**config.mk**
```make
export PLATFORM = sky130hd
export DESIGN_NAME = lowweight_bus_encoder
export DESIGN_NICKNAME = d
export VERILOG_FILES = /design/src/rtl/lwt_pkg.sv /design/src/rtl/lwt_filter.sv /design/src/rtl/lwt_table.sv /design/src/rtl/lwt_drive.sv /design/src/rtl/lowweight_bus_encoder.sv
export SDC_FILE = /design/constraint.sdc
export NUM_CORES = 1
export LEC_CHECK = 0
export ABC_AREA = 1
export BUFFER_PORTS_ARGS = -buffer_cell sky130_fd_sc_hd__buf_2
export CORE_MARGIN = 3
export CORE_UTILIZATION = 40
export DETAILED_ROUTE_END_ITERATION = 16
export SETUP_SLACK_MARGIN = 0.2
export SLEW_MARGIN = 20
export SYNTH_ARGS = -nofsm -noshare
export SYNTH_HDL_FRONTEND = slang
export SYNTH_SLANG_ARGS = --single-unit
```
**constraint.sdc**
```tcl
create_clock -name clk -period 16 [get_ports clk]
set_input_delay 0 -clock clk [delete_from_list [all_inputs] [get_ports clk]]
set_output_delay 0 -clock clk [all_outputs]
set_load 0.05 [all_outputs]
```
**src/rtl/lwt_pkg.sv**
```systemverilog
package lwt_pkg;
  localparam int unsigned BUS_W_DEF = 32;
  localparam int unsigned SLOTS_DEF = 8;
  localparam int unsigned CNT_W_DEF = 8;

  typedef enum logic [1:0] {
    FM_RAW  = 2'd0,
    FM_XOR  = 2'd1,
    FM_SUB  = 2'd2,
    FM_PASS = 2'd3
  } filt_mode_e;
endpackage

```
**src/rtl/lwt_filter.sv**
```systemverilog
module lwt_filter #(
  parameter int unsigned DW = 32
) (
  input  logic [1:0]    mode,
  input  logic [DW-1:0] cur,
  input  logic [DW-1:0] prev,
  output logic [DW-1:0] filt
);
  function automatic logic [DW-1:0] apply_filter(lwt_pkg::filt_mode_e m,
                                                 logic [DW-1:0] c,
                                                 logic [DW-1:0] p);
    case (m)
      lwt_pkg::FM_XOR: return c ^ p;
      lwt_pkg::FM_SUB: return c - p;
      default:         return c;
    endcase
  endfunction

  assign filt = apply_filter(lwt_pkg::filt_mode_e'(mode), cur, prev);
endmodule

```
**src/rtl/lwt_table.sv**
```systemverilog
module lwt_table #(
  parameter int unsigned DW = 32,
  parameter int unsigned N  = 8,
  parameter int unsigned CW = 8,
  localparam int unsigned IW = (N > 1) ? $clog2(N) : 1
) (
  input  logic          clk,
  input  logic          rst,
  input  logic          upd,
  input  logic [DW-1:0] key,
  output logic          hit,
  output logic [IW-1:0] hit_rank,
  output logic [N-1:0]  match_vec
);
  localparam logic [CW-1:0] CMAX  = '1;
  localparam logic [CW-1:0] CHALF = CMAX >> 1;

  logic [DW-1:0] val_q [N];
  logic [CW-1:0] cnt_q [N];
  logic [IW-1:0] rank_w [N];
  logic [IW-1:0] hit_idx;
  logic [IW-1:0] victim;
  logic [CW-1:0] best_cnt;
  logic [IW:0]   acc;
  logic          wrap_w;

  // slot a ranks ahead of slot b
  function automatic logic ahead(logic [CW-1:0] ca, int ia,
                                 logic [CW-1:0] cb, int ib);
    return (ca > cb) || ((ca == cb) && (ia < ib));
  endfunction

  for (genvar gi = 0; gi < N; gi++) begin : g_cmp
    assign match_vec[gi] = (cnt_q[gi] != '0) && (val_q[gi] == key);
  end

  always_comb begin
    for (int i = 0; i < N; i++) begin
      acc = '0;
      for (int j = 0; j < N; j++) begin
        if (j != i && ahead(cnt_q[j], j, cnt_q[i], i)) acc = acc + 1'b1;
      end
      rank_w[i] = acc[IW-1:0];
    end
  end

  always_comb begin
    hit_idx  = '0;
    hit_rank = '0;
    for (int i = 0; i < N; i++) begin
      if (match_vec[i]) begin
        hit_idx  = hit_idx | IW'(i);
        hit_rank = hit_rank | rank_w[i];
      end
    end
  end

  assign hit = |match_vec;

  always_comb begin
    victim   = '0;
    best_cnt = CMAX;
    for (int i = 0; i < N; i++) begin
      if (cnt_q[i] <= best_cnt) begin
        victim   = IW'(i);
        best_cnt = cnt_q[i];
      end
    end
  end

  assign wrap_w = hit && (cnt_q[hit_idx] == CMAX - 1'b1);

  always_ff @(posedge clk) begin
    if (rst) begin
      for (int i = 0; i < N; i++) begin
        val_q[i] <= '0;
        cnt_q[i] <= '0;
      end
    end else if (upd) begin
      if (hit) begin
        if (wrap_w) begin
          for (int i = 0; i < N; i++) cnt_q[i] <= cnt_q[i] >> 1;
          cnt_q[hit_idx] <= CHALF;
        end else begin
          cnt_q[hit_idx] <= cnt_q[hit_idx] + 1'b1;
        end
      end else begin
        val_q[victim] <= key;
        cnt_q[victim] <= CW'(1);
      end
    end
  end
endmodule

```
**src/rtl/lwt_drive.sv**
```systemverilog
module lwt_drive #(
  parameter int unsigned DW = 32,
  parameter int unsigned IW = 3
) (
  input  logic          clk,
  input  logic          rst,
  input  logic          fire,
  input  logic          hit,
  input  logic [IW-1:0] hit_rank,
  input  logic [DW-1:0] filt,
  output logic [DW-1:0] bus_data,
  output logic          bus_coded,
  output logic          bus_inv
);
  localparam int unsigned PW = $clog2(DW + 1);
  localparam logic [PW-1:0] HALF = PW'(DW / 2);

  function automatic logic [DW-1:0] rank_code(logic [IW-1:0] r);
    if (r == '0) return '0;
    return DW'(1) << (r - 1'b1);
  endfunction

  function automatic logic [PW-1:0] popcnt(logic [DW-1:0] x);
    logic [PW-1:0] s;
    s = '0;
    for (int i = 0; i < DW; i++) s = s + PW'(x[i]);
    return s;
  endfunction

  logic [PW-1:0] toggles;
  logic          need_inv;

  assign toggles  = popcnt(bus_data ^ filt);
  assign need_inv = toggles > HALF;

  always_ff @(posedge clk) begin
    if (rst) begin
      bus_data  <= '0;
      bus_coded <= 1'b0;
      bus_inv   <= 1'b0;
    end else if (fire) begin
      if (hit) begin
        bus_data  <= bus_data ^ rank_code(hit_rank);
        bus_coded <= 1'b1;
        bus_inv   <= 1'b0;
      end else begin
        bus_data  <= need_inv ? ~filt : filt;
        bus_coded <= 1'b0;
        bus_inv   <= need_inv;
      end
    end
  end
endmodule

```
**src/rtl/lowweight_bus_encoder.sv**
```systemverilog
module lowweight_bus_encoder #(
  parameter int unsigned DW = lwt_pkg::BUS_W_DEF,
  parameter int unsigned N  = lwt_pkg::SLOTS_DEF,
  parameter int unsigned CW = lwt_pkg::CNT_W_DEF,
  localparam int unsigned IW = (N > 1) ? $clog2(N) : 1
) (
  input  logic          clk,
  input  logic          rst,
  input  logic          in_valid,
  input  logic [DW-1:0] in_word,
  input  logic [1:0]    filt_mode,
  output logic [DW-1:0] bus_data,
  output logic          bus_coded,
  output logic          bus_inv
);
  logic [DW-1:0] prev_q;
  logic [DW-1:0] filt_w;
  logic          hit_w;
  logic [IW-1:0] hit_rank_w;
  logic [N-1:0]  match_w;

  always_ff @(posedge clk) begin
    if (rst)           prev_q <= '0;
    else if (in_valid) prev_q <= in_word;
  end

  lwt_filter #(.DW(DW)) u_filter (
    .mode(filt_mode), .cur(in_word), .prev(prev_q), .filt(filt_w)
  );

  lwt_table #(.DW(DW), .N(N), .CW(CW)) u_table (
    .clk(clk), .rst(rst), .upd(in_valid), .key(filt_w),
    .hit(hit_w), .hit_rank(hit_rank_w), .match_vec(match_w)
  );

  lwt_drive #(.DW(DW), .IW(IW)) u_drive (
    .clk(clk), .rst(rst), .fire(in_valid), .hit(hit_w),
    .hit_rank(hit_rank_w), .filt(filt_w),
    .bus_data(bus_data), .bus_coded(bus_coded), .bus_inv(bus_inv)
  );
endmodule


```
Word level (Yosys, flattened, before mapping). Memories as Yosys holds them, arrays and structs flattened. Cells that the tools add are included.

Bits in registers: 66. RAM bits: 320. Output and inout port bits: 34. Logic and storage cells: 392. Memories: 2.

Memories: u_table.val_q (words 8, bits a word 32, rd ports 8, clocked after Yosys merged registers in 0, wr ports 8, line lwt_table.sv:18) `logic [DW-1:0] val_q [N];`; u_table.cnt_q (words 8, bits a word 8, rd ports 9, clocked after Yosys merged registers in 0, wr ports 9, line lwt_table.sv:19) `logic [CW-1:0] cnt_q [N];`.

Add/subtract/negate cells: 82. Order comparisons: 65. Eq/ne operators: 39. Shift operators: 1. Multiplexer cells: 130. Bitwise operators: 20. Reduce and logical (&&, ||, !) cells: 49.

Operators by type and width (count): 8-bit > comparator (56); 32-bit == test (8); 32-bit two-way mux (8); 8-bit == test (28); 3-bit two-way mux (68); 6-bit by 1-bit adder with 6-bit output (30); 8-bit two-way mux (17); 3-bit by 1-bit adder with 3-bit output (second input constant) (40); 32-bit bitwise XOR (3); 32-bit case mux with 2 select lines (1); 8-bit nonzero test (8); 8-bit less-or-equal comparator (7); 1-bit two-way mux (34); 32-bit NOT (1); 32-bit OR reduction (1); 1-bit by 3-bit << shifter with 32-bit output (first input constant) (1); 32-bit subtractor (1); 1-bit logical OR (28); 3-bit bitwise OR (7); 1-bit by 1-bit adder with 2-bit output (second input constant) (8); 8-bit OR reduction (2); 1-bit logical AND (9); 1-bit bitwise OR (9); 8-bit by 1-bit adder with 8-bit output (second input constant) (1); 9 further kinds (10).

Depth between registers and ports, before layout. An unclocked memory read counts as a cell.

Depth in word-level cells: 41. Gate-level depth with buffers: 84. Gate-level depth less buffers: 81.

Modules after synthesis. From an unflattened synthesis, not the netlist that was laid out.

Cells, all modules: 4568. Area, all modules: 34539.4 um^2.

Modules (own cells, without submodules): lwt_table (times used 1, cells an instance 3285, area an instance 26907.1 um^2); lwt_drive (times used 1, cells an instance 420, area an instance 3160.5 um^2); lwt_filter (times used 1, cells an instance 660, area an instance 3133.0 um^2); lowweight_bus_encoder (times used 1, cells an instance 203, area an instance 1338.8 um^2).

Worst setup path before layout. Ideal clock, no wire load.

Path type: flip-flop to flip-flop. Start: memory u_table.cnt_q[1][7]. End: memory u_table.val_q[0][0], enable pin. Library setup time: 0.389 ns. Arrival time: 10.761 ns. Data required time: 15.611 ns. Setup slack: 4.849 ns. Cell stages (with the launch flop): 71. Buffers on the path: 7. Period minus slack after synthesis: 11.151 ns. Path through: edfxtp_1 -> inv_1 -> ha_1 -> nand2_1 -> nor2_1 -> nand4_1 -> nand2_1 -> clkbuf_1 -> o21ai_0 -> ha_1 -> nand2_1 -> o21a_1 -> a21oi_1 -> clkbuf_1 -> nand2_1 -> o21ai_0 -> ha_1 -> inv_1 -> [... 35 more ...] -> nor2_1 -> o21ai_0 -> nand2_1 -> a32oi_1 -> clkbuf_1 -> o21ai_0 -> ha_1 -> nand2_1 -> o21ai_0 -> nand2_1 -> a21oi_1 -> inv_1 -> nor2_1 -> nand4_1 -> nor2_1 -> nand2_1 -> clkbuf_1 -> nand2_1.

RTL lines (line): start: declaration (lwt_table.sv:19); end: declaration (lwt_table.sv:18).

==> flow_summary.json <==
{
  "status": "finished clean",
  "grt_pass1_wl_um": 211000,
  "critPathKind": "reg2reg",
  "syn_nets": 5618,
  "tns_ps": 0,
  "syn-cell-area_um2": 36600,
  "grt_pass1_vias": 32600,
  "vias": 36200,
  "drt.antenna.violating_nets": 0,
  "synth_area_leaders": "edfxtp_1 26%, nand2_1 14%, ha_1 13%, nor2_1 6.9%, inv_1 6.8%",
  "die_w_um": 309,
  "async_flop_share_pct": 0,
  "leakagePower_nw": 19.6,
  "antennaDiodeCount": 0,
  "maxSlewHeadroom_pct": 28.5,
  "grt_setup_unrepaired": "false",
  "worstMarginPinSlew_ps": 1070,
  "crit_required_ps": 16310,
  "cap_violations": 0,
  "grtUsageTotal_pct": 29.7,
  "path_clk_slew_ps": 60,
  "grt-ovfl-total": 0,
  "finClkSkew_ps": 62.7,
  "layout_common_cells": "1385 x nand2_1, 669 x nor2_1, 661 x inv_1",
  "cp-end-kind": "flip-flop",
  "setup_violations": 0,
  "synthDistinctLibCells": 66,
  "antenna_found_initial": 2,
  "crit_path_start": "u_table.cnt_q[1][3]$_DFFE_PP_",
  "fp.coreArea_um2": 90400,
  "drt-initial-drc-count": 4148,
  "final_max_slew_viol_count": 0,
  "fin_nets": 5726,
  "area_growth_pct": 10.2,
  "drive_above_1_share_pct": 7.43,
  "clock_latency_ps": 640,
  "worstReg2RegStart": "u_table.cnt_q[1][3]$_DFFE_PP_",
  "drtPass1Iterations": 8,
  "num_rows": 110,
  "reg2regPathDepth": 69,
  "yosysWarnings": 0,
  "cts.sinks": 386,
  "min_path_cells": 4,
  "drc": 0,
  "crit_buf_inv": 13,
  "critical_path_depth": 69,
  "wl_per_cell_um": 22.2,
  "routed_wirelength_um": 144000,
  "ys_seq_area_share_pct": 29.8,
  "hold_violations": 0,
  "synthCells": 5184,
  "fillers": 9210,
  "slowest_delay_ps": 770,
  "synth_flop_cell": "edfxtp_1",
  "cp_top_family": "compound AO/OA/AOI/OAI gates",
  "fin_crit_sh_pct": 84.3,
  "worstSetupStartpointType": "flip-flop",
  "synth-seq-cells": 386,
  "max-clock-path-buffers": 3,
  "grt_max_degree": 63,
  "clock.fmax_mhz": 74.1,
  "post_cts_resized": 0,
  "synth_top_cell_by_area": "edfxtp_1",
  "cts-buffers-inserted": 48,
  "holdCritPathClass": "in2reg",
  "io-pin-count": 71,
  "portBuffers": 70,
  "start_util_pct": 40.5,
  "die_area_um2": 95300,
  "crit_fanout": 33,
  "power_mw": 9.61,
  "min-delay-start": "in_word[12]",
  "min_period_ps": 13490,
  "cts_tree": "built",
  "powerDensity_nw_per_um2": 238,
  "cts.htree.levels": 2,
  "slowest_stage": "a21oi_1",
  "critPathArrivalTime_ps": 13800,
  "vias_per_cell": 5.56,
  "dpl.hpwl_um": 108000,
  "holdWs_ps": 175,
  "ir_worst_vdd_mv": 5.23,
  "place_congestion": 0.951,
  "synth-edff-count": 320,
  "root_buffer": "clkbuf_16",
  "hold_buffers": 36,
  "post_cts_buffers": 0,
  "yosysTopAreaCellShare_pct": 26.2,
  "layout_commonest_cell": "nand2_1",
  "crit_top_cell": "nand2_1",
  "avgSynthCellArea_um2": 7.07,
  "chipHeight_um": 309
}
power breakdown:
group | total [mW] | internal [mW] | leakage (nW) | switching, mW
Combinational | 7.14 | 2.59 | 15.0 | 4.55
Sequential | 1.35 | 1.25 | 3.86 | 0.0977
Clock | 1.12 | 0.638 | 0.751 | 0.482
Yosys cell counts, types with 7 or more instances:
library cell     n
o2111ai_1        7
dfxtp_1         66
edfxtp_1       320
buf_2           18
xnor2_1         55
buf_1           15
o21a_1          11
nor3_1          47
nand3b_1        65
a211oi_1        22
o21bai_1         7
nor4_1          23
inv_1          662
o21ai_0        126
nand3_2         15
and2_1          11
o22ai_1         35
nor2_2           9
o211ai_1        27
nor3b_1         10
a21oi_1        222
nand4_1        135
nand2_1       1387
buf_4           12
nand2_4         17
inv_2           17
fa_1            25
clkbuf_1        74
xor2_1         138
nand2_2         49
or2_2           30
nand3_1        398
buf_6           12
a31oi_1         13
nor2_1         669
ha_1           372
o21ai_1          7
cell families (layout without fill, tap and decap cells):
| group | after synthesis | after routing | synth area share, % |
|---|---|---|---|
| AND/OR/NAND/NOR | 2888 | 2888 | 34.7 |
| buffers and inverters | 815 | 959 | 8.79 |
| AO/OA/AOI/OAI | 500 | 500 | 7.78 |
| adder cells (fa/ha/maj) | 397 | 397 | 14.1 |
| flip-flops | 386 | 386 | 29.8 |
| XOR/XNOR | 195 | 195 | 4.72 |
| multiplexers | 3 | 3 | 0.0888 |
flip-flops by register name, indices dropped and copies added (netlist names):
signal and count:
u_drive.bus_data 32, u_table.val_q 256, u_drive.bus_inv 1, u_drive.bus_coded 1, prev_q 32, u_table.cnt_q 64
tightest hold or removal path, delay by kind of cell:
kind,cells,cell delay [ps]
buf+inv,3,670
compound gates,1,100
stage by stage:
stage          std cells  util, %  area (µm²)  worst slack, ps
2_1_floorplan       5184        -       36600             4850
3_3_place_gp        6381     42.5       38400             2550
3_5_place_dp        6381     42.5       38400             2640
4_1_cts             6503     44.6       40400             2670
5_1_grt             6504     44.6       40400             1040
6_report            6504     44.6       40400             2510
area by class of cell:
class	count	area, µm²	area share (%)
Inverter	684	2570	6.37
Sequential cell	386	10900	27.1
Timing Repair Buffer	189	1330	3.30
Clock inverter	31	328	0.812
Clock buffer	55	1240	3.07
Multi-Input combinational cell	3983	22500	55.7
Tap cell	1176	1470	3.64
worst paths after layout:
| path | end | slack, ps |
|---|---|---|
| setup / recovery | u_table.val_q[2][23]$_SDFFCE_PN0P_ | 2510 |
| hold / removal | prev_q[12]$_SDFFE_PP0P_ | 170 |
| setup reg to reg | u_table.val_q[2][23]$_SDFFCE_PN0P_ | 2510 |
| hold reg to reg | prev_q[3]$_SDFFE_PP0P_ | 480 |
per-layer routing:
| layer | share of wire, % | track usage (%) |
|---|---|---|
| met5 | 0.0090 | 0 |
| met2 | 41 | 43.7 |
| met4 | 3.8 | 10.1 |
| met1 | 45 | 42.9 |
| met3 | 11 | 6.26 |
(Power assumes the default switching activity.)
